### config.mk
export PLATFORM = sky130hd
export DESIGN_NAME = dma_cond_regs
export DESIGN_NICKNAME = d
export VERILOG_FILES = /design/src/rtl/dmacr_pkg.sv /design/src/rtl/dmacr_status.sv /design/src/rtl/dmacr_select.sv /design/src/rtl/dmacr_rdport.sv /design/src/rtl/dma_cond_regs.sv
export SDC_FILE = /design/constraint.sdc
export NUM_CORES = 1
export LEC_CHECK = 0
export ABC_AREA = 1
export BUFFER_PORTS_ARGS = -buffer_cell sky130_fd_sc_hd__buf_2
export CAP_MARGIN = 10
export CORE_AREA = 2 2 142 144
export DETAILED_ROUTE_END_ITERATION = 7
export DIE_AREA = 0 0 144 146
export GPL_TIMING_DRIVEN = 0
export PLACE_DENSITY = 0.57
export SLEW_MARGIN = 20
export SYNTH_ARGS = -nofsm -noshare
export SYNTH_HDL_FRONTEND = slang
export SYNTH_SLANG_ARGS = --single-unit
### constraint.sdc
create_clock -name clk -period 1.3 [get_ports clk]
set_clock_uncertainty 0.15 [all_clocks]
set_input_delay 0.13 -clock clk [delete_from_list [all_inputs] [get_ports clk]]
set_output_delay 0.13 -clock clk [all_outputs]
set_load 0.02 [all_outputs]
### src/rtl/dmacr_pkg.sv
package dmacr_pkg;
  localparam int REG_AW     = 8;
  localparam int DW         = 32;
  localparam int DEV_W      = 8;
  localparam int SW_W       = 8;
  localparam int ALIGN_LSB  = 4;
  localparam int NUM_SEL    = 3;
  localparam int SEL_STRIDE = 4;
  localparam int MASK_LSB   = 16;

  localparam logic [REG_AW-1:0] OFF_CTRL     = 8'h00;
  localparam logic [REG_AW-1:0] OFF_STAT     = 8'h04;
  localparam logic [REG_AW-1:0] OFF_CPTR     = 8'h0C;
  localparam logic [REG_AW-1:0] OFF_SEL_BASE = 8'h10;

  typedef enum logic [1:0] {
    SEL_IRQ  = 2'd0,
    SEL_BR   = 2'd1,
    SEL_WAIT = 2'd2
  } sel_idx_e;

  typedef struct packed {
    logic [DEV_W-1:0] mask;
    logic [DEV_W-1:0] val;
  } sel_cfg_t;
endpackage

### src/rtl/dmacr_status.sv
module dmacr_status
  import dmacr_pkg::*;
(
  input  logic             clk,
  input  logic             rst_n,
  input  logic             ctrl_we,
  input  logic [DW-1:0]    ctrl_wdata,
  input  logic [DEV_W-1:0] dev_in,
  output logic [DEV_W-1:0] dev_q,
  output logic [SW_W-1:0]  sw_q
);
  localparam int WMASK_LSB = MASK_LSB + DEV_W;

  logic [SW_W-1:0] wmask;
  logic [SW_W-1:0] sw_d;

  always_comb begin
    wmask = ctrl_we ? ctrl_wdata[WMASK_LSB +: SW_W] : '0;
    sw_d  = (sw_q & ~wmask) | (ctrl_wdata[DEV_W +: SW_W] & wmask);
  end

  always_ff @(posedge clk or negedge rst_n) begin
    if (!rst_n) begin
      sw_q  <= '0;
      dev_q <= '0;
    end else begin
      sw_q  <= sw_d;
      dev_q <= dev_in;
    end
  end
endmodule

### src/rtl/dmacr_select.sv
module dmacr_select
  import dmacr_pkg::*;
(
  input  logic             clk,
  input  logic             rst_n,
  input  logic             we,
  input  logic [DW-1:0]    wdata,
  input  logic [DEV_W-1:0] dev_q,
  output sel_cfg_t         cfg_q,
  output logic             cond_q
);
  sel_cfg_t cfg_d;
  logic     cond_d;

  always_comb begin
    cfg_d = cfg_q;
    if (we) begin
      cfg_d.mask = wdata[MASK_LSB +: DEV_W];
      cfg_d.val  = wdata[0 +: DEV_W];
    end
    cond_d = ((cfg_q.mask & dev_q) == cfg_q.val);
  end

  always_ff @(posedge clk or negedge rst_n) begin
    if (!rst_n) begin
      cfg_q  <= '0;
      cond_q <= 1'b1;
    end else begin
      cfg_q  <= cfg_d;
      cond_q <= cond_d;
    end
  end
endmodule

### src/rtl/dmacr_rdport.sv
module dmacr_rdport
  import dmacr_pkg::*;
(
  input  logic                  clk,
  input  logic                  rst_n,
  input  logic                  rd,
  input  logic [REG_AW-1:0]     addr,
  input  logic [SW_W-1:0]       sw_q,
  input  logic [DEV_W-1:0]      dev_q,
  input  logic [DW-1:0]         cptr_q,
  input  sel_cfg_t [NUM_SEL-1:0] cfgs,
  output logic [DW-1:0]         rdata_q
);
  logic [DW-1:0] mux;
  logic [DW-1:0] rdata_d;

  always_comb begin
    mux = '0;
    if (addr == OFF_STAT) begin
      mux[DEV_W-1:0]         = dev_q;
      mux[DEV_W +: SW_W]     = sw_q;
    end else if (addr == OFF_CPTR) begin
      mux = cptr_q;
    end else begin
      for (int i = 0; i < NUM_SEL; i++) begin
        if (addr == OFF_SEL_BASE + REG_AW'(i * SEL_STRIDE)) begin
          mux[MASK_LSB +: DEV_W] = cfgs[i].mask;
          mux[0 +: DEV_W]        = cfgs[i].val;
        end
      end
    end
    rdata_d = rd ? mux : rdata_q;
  end

  always_ff @(posedge clk or negedge rst_n) begin
    if (!rst_n) rdata_q <= '0;
    else        rdata_q <= rdata_d;
  end
endmodule

### src/rtl/dma_cond_regs.sv
module dma_cond_regs
  import dmacr_pkg::*;
(
  input  logic              clk,
  input  logic              rst_n,
  input  logic [REG_AW-1:0] reg_addr,
  input  logic              reg_wr,
  input  logic [DW-1:0]     reg_wdata,
  input  logic              reg_rd,
  output logic [DW-1:0]     reg_rdata,
  input  logic [DEV_W-1:0]  dev_status,
  output logic              cond_irq,
  output logic              cond_branch,
  output logic              cond_wait
);
  localparam logic [DW-1:0] ALIGN_MASK = ~DW'((1 << ALIGN_LSB) - 1);

  logic [DEV_W-1:0]       dev_q;
  logic [SW_W-1:0]        sw_q;
  logic [DW-1:0]          cptr_q;
  logic [DW-1:0]          cptr_d;
  sel_cfg_t [NUM_SEL-1:0] sel_cfg;
  logic [NUM_SEL-1:0]     sel_cond;
  logic                   ctrl_we;

  assign ctrl_we = reg_wr && (reg_addr == OFF_CTRL);

  dmacr_status u_stat (
    .clk        (clk),
    .rst_n      (rst_n),
    .ctrl_we    (ctrl_we),
    .ctrl_wdata (reg_wdata),
    .dev_in     (dev_status),
    .dev_q      (dev_q),
    .sw_q       (sw_q)
  );

  always_comb begin
    cptr_d = cptr_q;
    if (reg_wr && (reg_addr == OFF_CPTR)) cptr_d = reg_wdata & ALIGN_MASK;
  end

  always_ff @(posedge clk or negedge rst_n) begin
    if (!rst_n) cptr_q <= '0;
    else        cptr_q <= cptr_d;
  end

  for (genvar g = 0; g < NUM_SEL; g++) begin : g_sel
    logic sel_we;
    assign sel_we = reg_wr && (reg_addr == OFF_SEL_BASE + REG_AW'(g * SEL_STRIDE));
    dmacr_select u_sel (
      .clk    (clk),
      .rst_n  (rst_n),
      .we     (sel_we),
      .wdata  (reg_wdata),
      .dev_q  (dev_q),
      .cfg_q  (sel_cfg[g]),
      .cond_q (sel_cond[g])
    );
  end

  dmacr_rdport u_rd (
    .clk     (clk),
    .rst_n   (rst_n),
    .rd      (reg_rd),
    .addr    (reg_addr),
    .sw_q    (sw_q),
    .dev_q   (dev_q),
    .cptr_q  (cptr_q),
    .cfgs    (sel_cfg),
    .rdata_q (reg_rdata)
  );

  assign cond_irq    = sel_cond[SEL_IRQ];
  assign cond_branch = sel_cond[SEL_BR];
  assign cond_wait   = sel_cond[SEL_WAIT];
endmodule

==> results.txt <==
----------------------------------------------------
[Clock tree]
  Clock tree from TritonCTS ... done
  TritonCTS buffer count ... 17
  Clock network latency to the later pin of the worst-skew pair ... between 400 and 500 ps
  Sinks on the clock net ... 127
  CTS root buf ... sky130_fd_sc_hd__clkbuf_16
  Number of buffers on the longest clock path ... 2
  Deepest level of the CTS H-tree ... 4
  CTS clk-pin slew, worst paths ... approximately 60 ps

[Timing]
  Hold violation total from the final report ... 1
  Worst hold margin ... -2.45 ps
  Fin. max-slew vios ... 0
  Final worst slack ... -45.8 ps
  Maximum clock rate ... 743 MHz
  Setup repair after global routing missed its margin ... true
  Slew at the pin with the worst max-slew slack ... between 600 and 700 ps
  Slew headroom ... around 58%
  Finish-stage setup viols ... 3
  Part of the cycle the worst path needs ... 104%
  Tmin final ... roughly 1300 ps

[Route]
  Wire length after detailed routing ... 17,500 um
  Violation count after the first detailed-routing iteration ... 320
  Detailed-route vias per instance ... ~4.6
  Number of design rule violations left after detail routing ... 0
  Number of nets with antenna violations after detailed routing ... 0
  Detailed Routing Iterations Pass 1 ... 5
  Detailed-route via count ... around 5,100
  Routed wirelength normalized by instance count ... roughly 16 um

[Critical path]
  Worst-path fanout max ... 1
  Largest stage delay, worst path ... between 500 and 600 ps
  Gate family responsible for the most delay along the worst path ... flip-flops
  Worst Path Required ... 1020 ps
  CP max-delay cell ... sky130_fd_sc_hd__dfstp_2
  Setup crit end kind ... output port
  Arrival @ worst endpoint ... between 1000 and 1500 ps
  Buffer and inverter count on the worst path ... 1
  Worst Setup Path Type ... reg2out
  Category of the worst setup path launch point ... flip-flop
  Worst-path cell chain ... buf_6

[Floorplanning]
  Horizontal die dimension ... between 100 and 150 um
  IO Count ... 87
  Initial cell density of the core ... 29.6%
  Die outline height ... 146 um
  Count of standard-cell rows ... 51
  Area of the die ... around 0.021 mm^2
  Total core area ... ~0.019 mm^2

[Cells and area]
  Proportion of layout cells with a drive suffix above 1 ... 21.5%
  Antenna diodes ... 0
  Final cell count without fillers ... roughly 1,100
  NumNets Final ... roughly 890
  Area growth from synthesis to final layout ... 34.0%

[Yosys]
  Average instance area after synthesis ... ~8.4 um^2
  Primary FF master, synth ... sky130_fd_sc_hd__dfrtp_1
  Synth area leader ... sky130_fd_sc_hd__dfrtp_1
  Yosys reg bits ... between 100 and 150
  Netlist Area Pre-Place ... 0.00573 mm^2
  Post-synthesis instance total ... between 600 and 700
  Proportion of register bits with asynchronous set or reset after synthesis ... 100%
  Leading cell types by total area after synthesis ... sky130_fd_sc_hd__dfrtp_1 (54%), sky130_fd_sc_hd__nand2_1 (15%), sky130_fd_sc_hd__o21ai_0 (5.2%), sky130_fd_sc_hd__nand3_1 (4.9%), sky130_fd_sc_hd__nor2_1 (3.9%)
  Yosys warning total ... 0
  Proportion of synthesized chip area in sequential cells ... between 50% and 60%
  Most numerous cell types in the synthesized netlist ... sky130_fd_sc_hd__nand2_1 (230), sky130_fd_sc_hd__dfrtp_1 (124), sky130_fd_sc_hd__nor2_1 (60)
  Number of distinct library cells after synthesis ... 25
  Net count after synthesis ... 734
  Share of the synthesized area in the top cell type ... 54.2%
  Number of enable-type register cells in the synthesized netlist ... 0
  Most common cell in the netlist ... sky130_fd_sc_hd__nand2_1

[Place]
  Post-Place Cells ... around 1,000
  GP Congestion ... around 0.87
  Half-perimeter wire length of the detailed placement result ... between 10,000 and 15,000 um
  Pre-CTS setup slack ... -523 ps
  Number of input and output port buffers inserted ... 85

[Run]
  # Max-Cap Violations ... 0

[Min path]
  Worst Hold Class ... in2reg

[Outcome]
  Run status ... complete, but fails checks
  Violated checks ... negative hold slack, negative setup slack

[Global routing]
  Largest net degree at the start of global routing ... 87
  Grt total ovfl ... 0
  Overall routing resource usage ... between 10% and 20%
  Wire length of the first global-routing pass ... around 28,000 um
  Initial antenna violation count ... 0
  Vias in the first global route ... around 5,000

[Power]
  Maximum vdd ir drop ... a little over 0.0009 V
  Pwr Density ... ~1300 mW/mm^2
  Leakage Power ... around 0.0038 uW

----------------------------------------------------
-- per-layer routing --
layer / track usage, % / vias to the layer above / share of wire (%)
met4: 6.03 / 0 / 1.8
met3: 4.44 / 24 / 5.4
met1: 23.3 / 2431 / 46
met2: 27.8 / 143 / 47
li1: - / 2480 / -
met5: 0 / - / 0
-- cell usage in the layout (no fill, tap or decap), types with 2 or more instances in the layout --
| master | netlist | routed |
|---|---|---|
| sky130_fd_sc_hd__dfstp_2 | 3 | 3 |
| sky130_fd_sc_hd__nand3_2 | 3 | 4 |
| sky130_fd_sc_hd__buf_2 | 13 | 92 |
| sky130_fd_sc_hd__xnor2_1 | 14 | 14 |
| sky130_fd_sc_hd__inv_4 | 1 | 2 |
| sky130_fd_sc_hd__nor2_4 | 6 | 8 |
| sky130_fd_sc_hd__clkbuf_8 | 0 | 4 |
| sky130_fd_sc_hd__o21ai_0 | 59 | 58 |
| sky130_fd_sc_hd__o21ai_1 | 23 | 23 |
| sky130_fd_sc_hd__nand3_1 | 56 | 55 |
| sky130_fd_sc_hd__buf_4 | 0 | 11 |
| sky130_fd_sc_hd__nand2_1 | 230 | 230 |
| sky130_fd_sc_hd__a21oi_1 | 18 | 18 |
| sky130_fd_sc_hd__xor2_1 | 10 | 8 |
| sky130_fd_sc_hd__bufinv_16 | 0 | 2 |
| sky130_fd_sc_hd__inv_2 | 3 | 2 |
| sky130_fd_sc_hd__dfrtp_1 | 124 | 123 |
| sky130_fd_sc_hd__o21ai_2 | 3 | 4 |
| sky130_fd_sc_hd__dlygate4sd3_1 | 0 | 42 |
| sky130_fd_sc_hd__nor2_1 | 60 | 57 |
| sky130_fd_sc_hd__inv_1 | 30 | 30 |
| sky130_fd_sc_hd__nand2_2 | 4 | 4 |
| sky130_fd_sc_hd__clkbuf_2 | 0 | 3 |
| sky130_fd_sc_hd__clkbuf_1 | 13 | 6 |
| sky130_fd_sc_hd__clkinvlp_4 | 0 | 4 |
| sky130_fd_sc_hd__clkbuf_4 | 0 | 2 |
| sky130_fd_sc_hd__clkinv_2 | 0 | 4 |
| sky130_fd_sc_hd__clkbuf_16 | 0 | 17 |
| sky130_fd_sc_hd__buf_6 | 3 | 6 |
| sky130_fd_sc_hd__nor2_2 | 2 | 3 |
| sky130_fd_sc_hd__xor2_2 | 0 | 2 |
-- final cells by class --
| type | count | area [um^2] |
|---|---|---|
| inverters | 34 | 133 |
| plain buffers | 30 | 179 |
| flip-flops and latches | 127 | 3180 |
| fillers | 2010 | 11700 |
| well taps | 265 | 332 |
| clock buffers | 22 | 484 |
| multi-input cells | 491 | 2310 |
| clock inverters | 10 | 110 |
| repair buffers | 134 | 947 |
-- flip-flops by register name, summed over array words and instances (netlist names), named ones only --
register	cells
u_rd.rdata_q	32
g_sel.u_sel.cfg_q	48
cptr_q	28
g_sel.u_sel.cond_q	3
u_stat.dev_q	8
-- timing repair --
action,in CTS,in global routing
setup buffers,0,6
resized for setup,16,29
endpoints found under the setup margin,23,76
cloned,0,0
hold buffers,42,0
hold endpoints to repair,216,0
pin swaps,1,4
-- worst reg2reg max path, stage by stage, from the launching register on --
cell and delay (ps):
sky130_fd_sc_hd__dfrtp_1 420, sky130_fd_sc_hd__nand2_1 90, sky130_fd_sc_hd__xnor2_1 130, sky130_fd_sc_hd__nor2_1 150
sky130_fd_sc_hd__nand3_1 120, sky130_fd_sc_hd__nor2_2 160
-- metrics by stage --
step                instance area, um^2  hold slack, ps  total power [uW]  utilization (%)  TNS [ps]
finish                             7670           -2.45             10100             39.7      -109
global route                       7670            4.20             10500             39.7      -269
CTS                                7580            31.5             10100             39.2      -178
detailed placement                 6530            -110              5210             33.8    -41190
global placement                   6490            89.6              5190             33.6   -269150
floorplan                          5730            -316              4780                -         0
-- report_power, final --
| part | switching (uW) | internal, uW |
|---|---|---|
| registers | 148 | 4180 |
| clock network | 1740 | 3010 |
| logic | 565 | 416 |
| total | 2450 | 7600 |
-- cell families after synthesis --
logic type                count (synthesis)  share of synthesized area [%]
and+or+nand+nor                         364                           26.7
DFF                                     127                           55.5
AOI/OAI and AO/OA                       103                           9.19
buffers and inverters                    64                           4.91
xor gates and xnor gates                 24                           3.67
-- path summary, 6_finish.rpt --
| check | from | to | slack, ps | depth (start not counted) |
|---|---|---|---|---|
| min in group asynchronous | rst_n | u_rd.rdata_q[7] | 40 | 2 |
| worst max register to register | u_stat.dev_q[7] | g_sel[1].u_sel.cond_q | 10 | 5 |
| worst min-delay path | reg_wr | g_sel[0].u_sel.cfg_q[15] | -2 | 4 |
| max in group asynchronous | rst_n | g_sel[2].u_sel.cond_q | 200 | 3 |
| worst max-delay path | g_sel[2].u_sel.cond_q | cond_wait | -50 | 1 |
| worst min register to register | u_rd.rdata_q[24] | u_rd.rdata_q[24] | 320 | 2 |
No activity file was read; power rests on OpenSTA's default activity.
